File: src/rtl/rxlk_pkg.sv
package rxlk_pkg;
  typedef enum logic {
    ST_ACQ  = 1'b0,
    ST_LOCK = 1'b1
  } rxlk_state_e;
endpackage

File: src/rtl/rxlk_frame_chk.sv
module rxlk_frame_chk (
  input  logic clk_i,
  input  logic rst_ni,
  input  logic active_i,
  input  logic clr_i,
  input  logic frame_vld_i,
  input  logic bound_err_i,
  input  logic flag_i,
  input  logic flag_chk_en_i,
  output logic good_o,
  output logic bad_o
);
  logic prev_flag_q, prev_vld_q, eval, flag_rep;

  assign eval     = active_i & frame_vld_i;
  assign flag_rep = flag_chk_en_i & prev_vld_q & (flag_i == prev_flag_q);
  assign bad_o    = eval & (bound_err_i | flag_rep);
  assign good_o   = eval & ~(bound_err_i | flag_rep);

  always_ff @(posedge clk_i or negedge rst_ni) begin
    if (!rst_ni) begin
      prev_flag_q <= 1'b0;
      prev_vld_q  <= 1'b0;
    end else if (clr_i) begin
      prev_vld_q  <= 1'b0;
    end else if (eval) begin
      prev_flag_q <= flag_i;
      prev_vld_q  <= 1'b1;
    end
  end
endmodule

File: src/rtl/rxlk_err_cnt.sv
module rxlk_err_cnt #(
  parameter int unsigned ERR_LIMIT = 2
) (
  input  logic clk_i,
  input  logic rst_ni,
  input  logic clr_i,
  input  logic good_i,
  input  logic bad_i,
  output logic limit_o
);
  localparam int unsigned CW = (ERR_LIMIT < 2) ? 1 : $clog2(ERR_LIMIT);
  logic [CW-1:0] cnt_q;

  assign limit_o = bad_i & (cnt_q == CW'(ERR_LIMIT - 1));

  always_ff @(posedge clk_i or negedge rst_ni) begin
    if (!rst_ni)                cnt_q <= '0;
    else if (clr_i || good_i)   cnt_q <= '0;
    else if (bad_i && !limit_o) cnt_q <= cnt_q + 1'b1;
  end
endmodule

File: src/rtl/rxlk_sat_cnt.sv
module rxlk_sat_cnt #(
  parameter int unsigned W = 3
) (
  input  logic         clk_i,
  input  logic         rst_ni,
  input  logic         inc_i,
  output logic [W-1:0] cnt_o
);
  localparam logic [W-1:0] MAX = '1;

  always_ff @(posedge clk_i or negedge rst_ni) begin
    if (!rst_ni)                   cnt_o <= '0;
    else if (inc_i && cnt_o != MAX) cnt_o <= cnt_o + 1'b1;
  end
endmodule

File: src/rtl/rxlk_ctrl.sv
module rxlk_ctrl #(
  parameter int unsigned ERR_LIMIT = 2,
  parameter int unsigned RETRY_W   = 3
) (
  input  logic               clk_i,
  input  logic               rst_ni,
  input  logic               freq_lock_i,
  input  logic               frame_vld_i,
  input  logic               bound_err_i,
  input  logic               flag_i,
  input  logic               flag_chk_en_i,
  input  logic               los_i,
  output logic               locked_o,
  output logic               phase_mode_o,
  output logic               src_data_o,
  output logic [RETRY_W-1:0] retry_cnt_o
);
  import rxlk_pkg::*;

  rxlk_state_e state_q, state_d;
  logic        in_lock, good, bad, limit_hit, drop;

  assign in_lock = (state_q == ST_LOCK);
  assign drop    = in_lock & (los_i | limit_hit);

  rxlk_frame_chk u_fchk (
    .clk_i, .rst_ni,
    .active_i      (in_lock),
    .clr_i         (drop),
    .frame_vld_i, .bound_err_i, .flag_i, .flag_chk_en_i,
    .good_o        (good),
    .bad_o         (bad)
  );

  rxlk_err_cnt #(.ERR_LIMIT(ERR_LIMIT)) u_ecnt (
    .clk_i, .rst_ni,
    .clr_i   (drop),
    .good_i  (good),
    .bad_i   (bad),
    .limit_o (limit_hit)
  );

  rxlk_sat_cnt #(.W(RETRY_W)) u_retry (
    .clk_i, .rst_ni,
    .inc_i (drop),
    .cnt_o (retry_cnt_o)
  );

  always_comb begin
    state_d = state_q;
    unique case (state_q)
      ST_ACQ:  if (freq_lock_i) state_d = ST_LOCK;
      ST_LOCK: if (drop)        state_d = ST_ACQ;
      default: state_d = ST_ACQ;
    endcase
  end

  always_ff @(posedge clk_i or negedge rst_ni) begin
    if (!rst_ni) state_q <= ST_ACQ;
    else         state_q <= state_d;
  end

  // one state bit steers all three so they switch together
  assign locked_o     = in_lock;
  assign phase_mode_o = in_lock;
  assign src_data_o   = in_lock;
endmodule

File: config.mk
export PLATFORM = sky130hd
export DESIGN_NAME = rxlk_ctrl
export DESIGN_NICKNAME = d
export VERILOG_FILES = /design/src/rtl/rxlk_pkg.sv /design/src/rtl/rxlk_frame_chk.sv /design/src/rtl/rxlk_err_cnt.sv /design/src/rtl/rxlk_sat_cnt.sv /design/src/rtl/rxlk_ctrl.sv
export SDC_FILE = /design/constraint.sdc
export NUM_CORES = 1
export LEC_CHECK = 0
export ABC_AREA = 1
export BUFFER_PORTS_ARGS = -buffer_cell sky130_fd_sc_hd__buf_4
export CORE_UTILIZATION = 25
export CTS_BUF_LIST = sky130_fd_sc_hd__clkbuf_8
export DETAILED_ROUTE_END_ITERATION = 6
export PLACE_DENSITY_LB_ADDON = 0.3
export SLEW_MARGIN = 20
export SYNTH_ARGS = -nofsm -noshare
export SYNTH_HDL_FRONTEND = slang
export SYNTH_SLANG_ARGS = --single-unit
File: constraint.sdc
create_clock -name clk_i -period 1.6 [get_ports clk_i]
set_input_delay 0.24 -clock clk_i [delete_from_list [all_inputs] [get_ports clk_i]]
set_output_delay 0.24 -clock clk_i [all_outputs]
set_load 0.02 [all_outputs]
==> results.py, run 1 <==
metrics = {
    "final_layout": {
        "syn2layout_area_growth_pct": 38.9,
        "stdcell_area_um2": 563,
        "multi_input_area_um2": 178,
        "ff_latch_area_um2": 175,
        "antennaDiodeCount": 0,
        "fin_nets": 77,
        "drive_above_1_share_pct": 34.8,
        "fillers": 163,
    },
    "route": {
        "via_per_inst": 4.41,
        "routedWlPerCell_um": 10.2,
        "num_vias": 362,
        "antenna_left": 0,
        "firstDrtPassIters": 3,
        "drc": 0,
        "dr.first_iter.drc_count": 1,
        "finalWirelength_um": 835,
    },
    "synth": {
        "avgSynthCellArea_um2": 8.11,
        "ys_seq_elements": 7,
        "synth.distinct_cells": 15,
        "yosysSeqAreaShare_pct": 43.2,
        "ys_warn_count": 0,
        "synth_area_um2": 405,
        "syn_nets": 60,
        "syn_inst": 50,
    },
    "placement": {
        "dpl.hpwl_um": 629,
        "dpl_cell_area_um2": 508,
        "gp_congestion": 0.754,
        "port_buffers": 13,
        "post-place-ws_ns": 0.341,
    },
    "sta": {
        "hold_viol": 0,
        "min_period_ns": 1.27,
        "drv_slew": 0,
        "fin_crit_sh_pct": 79.2,
        "clock-skew-final_ns": 0.00332,
        "tightest_slew_ns": 0.320,
        "max_slew_margin_pct": 78.6,
        "max_freq_mhz": 789,
        "setup_violations": 0,
        "setup_slack_ns": 0.333,
        "rsz0062_at_grt": "false",
        "tns_ns": 0,
    },
    "clock_network": {
        "cts_max_level": 1,
        "cts-buffers-inserted": 3,
        "clk_latency_ns": 0.23,
        "cts_tree": "done",
        "clkTransAtPathRegs_ns": 0.04,
        "cts.sinks": 7,
        "clock_path_buffers": 2,
        "clock-root-buffer": "clkbuf_8",
        "cts_resized": 0,
    },
    "power_and_ir_drop": {
        "power.density_mw_per_mm2": 1510,
        "power_leakage_uw": 0.000318,
        "peakVddDrop_uv": 643,
    },
    "floorplan": {
        "rows": 14,
        "die-area_mm2": 0.00179,
        "die_h_um": 42.3,
        "die_w_um": 42.3,
        "floorplan.initialDensity_pct": 26.9,
        "core_mm2": 0.00151,
        "io_pins": 14,
    },
    "worst_setup_path": {
        "critPathMaxFanout": 10,
        "path_cells": "nand2_2 > inv_2 > nand3_2 > nand2_4 > nand3_2 > nand2_1 > nand2_1",
        "crit_family": "simple AND/OR/NAND/NOR gates",
        "crit_required_ns": 1.72,
        "timing.rr.start": "locked_o",
        "path_class": "flop to flop",
        "path_buf_inv": 1,
        "cpPeakStageDelay_ns": 0.52,
        "reg2regPathDepth": 7,
        "worstSetupStartpointType": "flop",
        "r2r-end": "u_retry.cnt_o[1]",
        "cpMaxStageDelayCell": "dfrtp_1",
        "arrival_ns": 1.39,
        "regToRegSetupSlack_ns": 0.33,
        "endpoint_kind": "flop",
    },
    "grt": {
        "grt_start_max_net_pins": 11,
        "grt-ovfl-total": 0,
        "grt_pass1_wl_mm": 1.36,
        "grt_use_total_pct": 11.1,
        "antenna_found_initial": 0,
        "grt_pass1_vias": 330,
    },
    "min_path": {
        "hp-start": "freq_lock_i",
        "whs_path_depth": 3,
        "worstHoldPathType": "input pin to flop",
        "hold_end": "locked_o",
    },
    "run_status": {
        "status": "finished clean",
    },
    "flow_run": {
        "timing.max_cap.violations": 0,
    },
}
synthesized netlist by cell type (all sizes together):
cell type | number | area, µm²
a21oi | 2 | 10.0
o21ai | 1 | 5.00
ha | 2 | 25.0
nor2 | 6 | 30.0
buf | 2 | 15.0
dfrtp | 7 | 175
nand4 | 3 | 18.8
nand2 | 13 | 58.8
nand3 | 4 | 30.0
inv | 10 | 37.5
cells by family (layout without fill, tap and decap cells):
logic type | count (synthesis) | after routing | synth area share [%]
buffers and inverters | 12 | 28 | 13.0
and+or+nand+nor | 26 | 26 | 34.0
AOI/OAI and AO/OA | 3 | 3 | 3.70
DFF | 7 | 7 | 43.2
adders and majority gates | 2 | 2 | 6.17
stage by stage:
stage | instances | util, % | hold slack, ns | total power, µW
after global routing | 82 | 37.4 | 0.256 | 919
final | 82 | 37.4 | 0.240 | 852
after global placement | 77 | 33.7 | 0.0612 | 607
after detailed placement | 77 | 33.7 | 0.0624 | 609
after CTS | 82 | 37.4 | 0.238 | 864
after floorplan | 50 | - | -0.0556 | 493
final cells by class:
type | count | area share [%]
multi-input cells | 31 | 31.6
flip-flops and latches | 7 | 31.1
repair buffers | 14 | 19.1
clock buffers | 3 | 7.33
inverters | 10 | 6.67
well taps | 16 | 3.56
clock inverters | 1 | 0.667
layout by cell type, fill, tap and decap left out, drive strengths merged:
cell	instances
nor2	6
inv	11
nand3	4
ha	2
clkbuf	3
nand4	3
a21oi	2
nand2	13
dfrtp	7
buf	13
dlygate4sd3	1
o21ai	1
how the worst max path moves through the flow:
stage | startpoint | to | slack (ns) | cells after the start
after global routing | locked_o | u_retry.cnt_o[0] | 0.22 | 7
final | locked_o | u_retry.cnt_o[1] | 0.33 | 7
after global placement | u_retry.cnt_o[0] | u_retry.cnt_o[0] | 0.36 | 6
after CTS | locked_o | u_ecnt.cnt_q | 0.33 | 7
after detailed placement | locked_o | u_retry.cnt_o[1] | 0.34 | 7
after floorplan | u_retry.cnt_o[0] | u_retry.cnt_o[0] | 0.33 | 6
sequential cells by signal, summed over array words and instances, names as in the netlist:
register            cells
locked_o                1
u_ecnt.cnt_q            1
u_fchk.prev_flag_q      1
u_fchk.prev_vld_q       1
u_retry.cnt_o           3
worst min-delay path: stages:
cell and delay (ns):
buf_4 0.07, nor2_1 0.03, nor2_1 0.08
layer usage:
layer	global-route usage (%)	wire length, µm
met5	0	0
met4	11.3	40
met3	3.88	37
met2	13.2	354
met1	14.5	402
what timing repair did:
| action | in CTS | in global routing |
|---|---|---|
| hold buffers | 1 | 0 |
| setup endpoints to repair | 0 | 0 |
| hold endpoints to repair | 7 | 0 |
| setup buffers | 0 | 0 |
power breakdown:
group	total, µW	switching, µW	leakage [µW]	internal (µW)
registers	293	56.6	0.0000865	237
logic	312	174	0.000204	138
clock network	247	81.1	0.0000269	166
Power figures use the tool's default switching activity.
==> inputs of run 2 (changes only) <==
Clock period 1.6 ns to 1.18 ns, I/O delays scaled along.
==> run 2 against run 1 <==
Worst hold slack worse by 0.058 ns. Via count down 1.1%. Clock power up 37%. First-iteration DRC count rose to 7.0 times the previous value.
==> results.py, run 2 (synthesis results as in run 1) <==
metrics = {
    "floorplan": {
        "floorplan.initialDensity_pct": 26.9,
        "rows": 14,
        "die_w_um": 42.3,
        "die-area_mm2": 0.00179,
        "core_mm2": 0.00151,
        "io_pins": 14,
        "die_h_um": 42.3,
    },
    "power_and_ir_drop": {
        "power.density_mw_per_mm2": 2010,
        "peakVddDrop_uv": 1030,
        "power_leakage_uw": 0.000318,
    },
    "worst_setup_path": {
        "crit_required_ns": 1.30,
        "path_cells": "ha_2 > ha_2 > inv_2 > nand3_4 > nand2_1 > nand2_1",
        "crit_family": "flip-flops",
        "arrival_ns": 1.28,
        "cpMaxStageDelayCell": "dfrtp_2",
        "path_class": "flop to flop",
        "cpPeakStageDelay_ns": 0.42,
        "worstSetupStartpointType": "flop",
        "endpoint_kind": "flop",
        "path_buf_inv": 1,
        "critPathMaxFanout": 4,
    },
    "route": {
        "routedWlPerCell_um": 9.58,
        "num_vias": 358,
        "via_per_inst": 4.31,
        "drc": 0,
        "antenna_left": 0,
        "dr.first_iter.drc_count": 7,
        "finalWirelength_um": 795,
        "firstDrtPassIters": 4,
    },
    "sta": {
        "clock-skew-final_ns": 0.00236,
        "drv_slew": 0,
        "max_freq_mhz": 857,
        "fin_crit_sh_pct": 98.8,
        "setup_violations": 0,
        "min_period_ns": 1.17,
        "hold_slack_ns": 0.183,
        "tightest_slew_ns": 0.129,
        "hold_viol": 0,
        "rsz0062_at_grt": "true",
        "max_slew_margin_pct": 91.3,
    },
    "clock_network": {
        "clkTransAtPathRegs_ns": 0.04,
        "cts_max_level": 1,
        "clock-root-buffer": "clkbuf_8",
        "cts-buffers-inserted": 3,
        "postCtsSetupBuffers": 0,
        "clock_path_buffers": 2,
        "cts.sinks": 7,
        "cts_tree": "done",
        "clk_latency_ns": 0.23,
    },
    "final_layout": {
        "stdcell_count": 83,
        "antennaDiodeCount": 0,
        "final_common_cell": "buf_4",
        "largest_reg_flops": 3,
        "layout_common_cells": "14 x buf_4, 9 x nand2_1, 8 x inv_1, 5 x nor2_1, 4 x dfrtp_1",
        "regMostFlops": "u_retry.cnt_o",
        "stdcell_area_um2": 597,
        "syn2layout_area_growth_pct": 47.2,
        "fin_nets": 78,
        "drive_above_1_share_pct": 49.3,
    },
    "flow_run": {
        "timing.max_cap.violations": 0,
    },
    "placement": {
        "port_buffers": 13,
        "place_inst": 78,
        "gp_congestion": 0.748,
        "dpl_cell_area_um2": 524,
        "dpl.hpwl_um": 608,
    },
    "grt": {
        "grt_pass1_vias": 314,
        "grt_pass1_wl_mm": 1.30,
        "grt-ovfl-total": 0,
        "grt_use_total_pct": 10.6,
        "antenna_found_initial": 0,
        "grt_start_max_net_pins": 10,
    },
    "run_status": {
        "status": "finished clean",
    },
    "min_path": {
        "worstHoldPathType": "input pin to flop",
    },
}
## run 2: timing repair
action / CTS / global route
resized for setup: 0 / 4
endpoints found under the setup margin: 0 / 7
hold endpoints to repair: 7 / 0
hold buffers: 1 / 0
## run 2: final cells by class
cell class	instances	area [µm²]
fillers	171	910
multi-input cells	31	200
flip-flops and latches	7	179
repair buffers	15	115
clock buffers	3	41.3
inverters	10	37.5
well taps	16	20.0
clock inverters	1	3.75
## run 2: layer usage
layer | part of all wire (%) | vias up | global-route usage, %
met2 | 47 | 12 | 13.8
met1 | 44 | 156 | 13.0
met4 | 1.6 | 0 | 5.63
met5 | 0 | - | 0
met3 | 7.3 | 2 | 6.90
li1 | - | 188 | -
## run 2: worst paths after layout
| path | start | endpoint | slack, ns | cells after the start |
|---|---|---|---|---|
| setup / recovery | u_retry.cnt_o[0] | u_retry.cnt_o[1] | 0.01 | 6 |
| hold / removal | freq_lock_i | locked_o | 0.18 | 3 |
| setup reg to reg | u_retry.cnt_o[0] | u_retry.cnt_o[1] | 0.01 | 6 |
| hold reg to reg | u_retry.cnt_o[1] | u_retry.cnt_o[1] | 0.50 | 2 |
| max in group asynchronous | rst_ni | locked_o | 0.75 | 2 |
| min in group asynchronous | rst_ni | u_retry.cnt_o[2] | 0.30 | 2 |
## run 2: power breakdown
| group | switching, µW | total [µW] | internal (µW) |
|---|---|---|---|
| clock | 114 | 339 | 226 |
| sequential | 64.8 | 394 | 329 |
| combinational | 260 | 468 | 207 |
## run 2: worst min-delay path, stage by stage
cell and delay, ns:
buf_4 0.08, nor2_1 0.03, nor2_1 0.09
## run 2: stage by stage
stage / worst slack, ns / power, µW / utilization (%) / setup TNS, ns
3_5_place_dp: 0.0254 / 851 / 34.8 / 0
4_1_cts: 0.0204 / 1210 / 38.5 / 0
6_report: 0.0137 / 1200 / 39.6 / 0
5_1_grt: -0.0655 / 1310 / 39.6 / -0.331
2_1_floorplan: 0.0160 / 686 / - / 0
3_3_place_gp: 0.0464 / 855 / 34.8 / 0
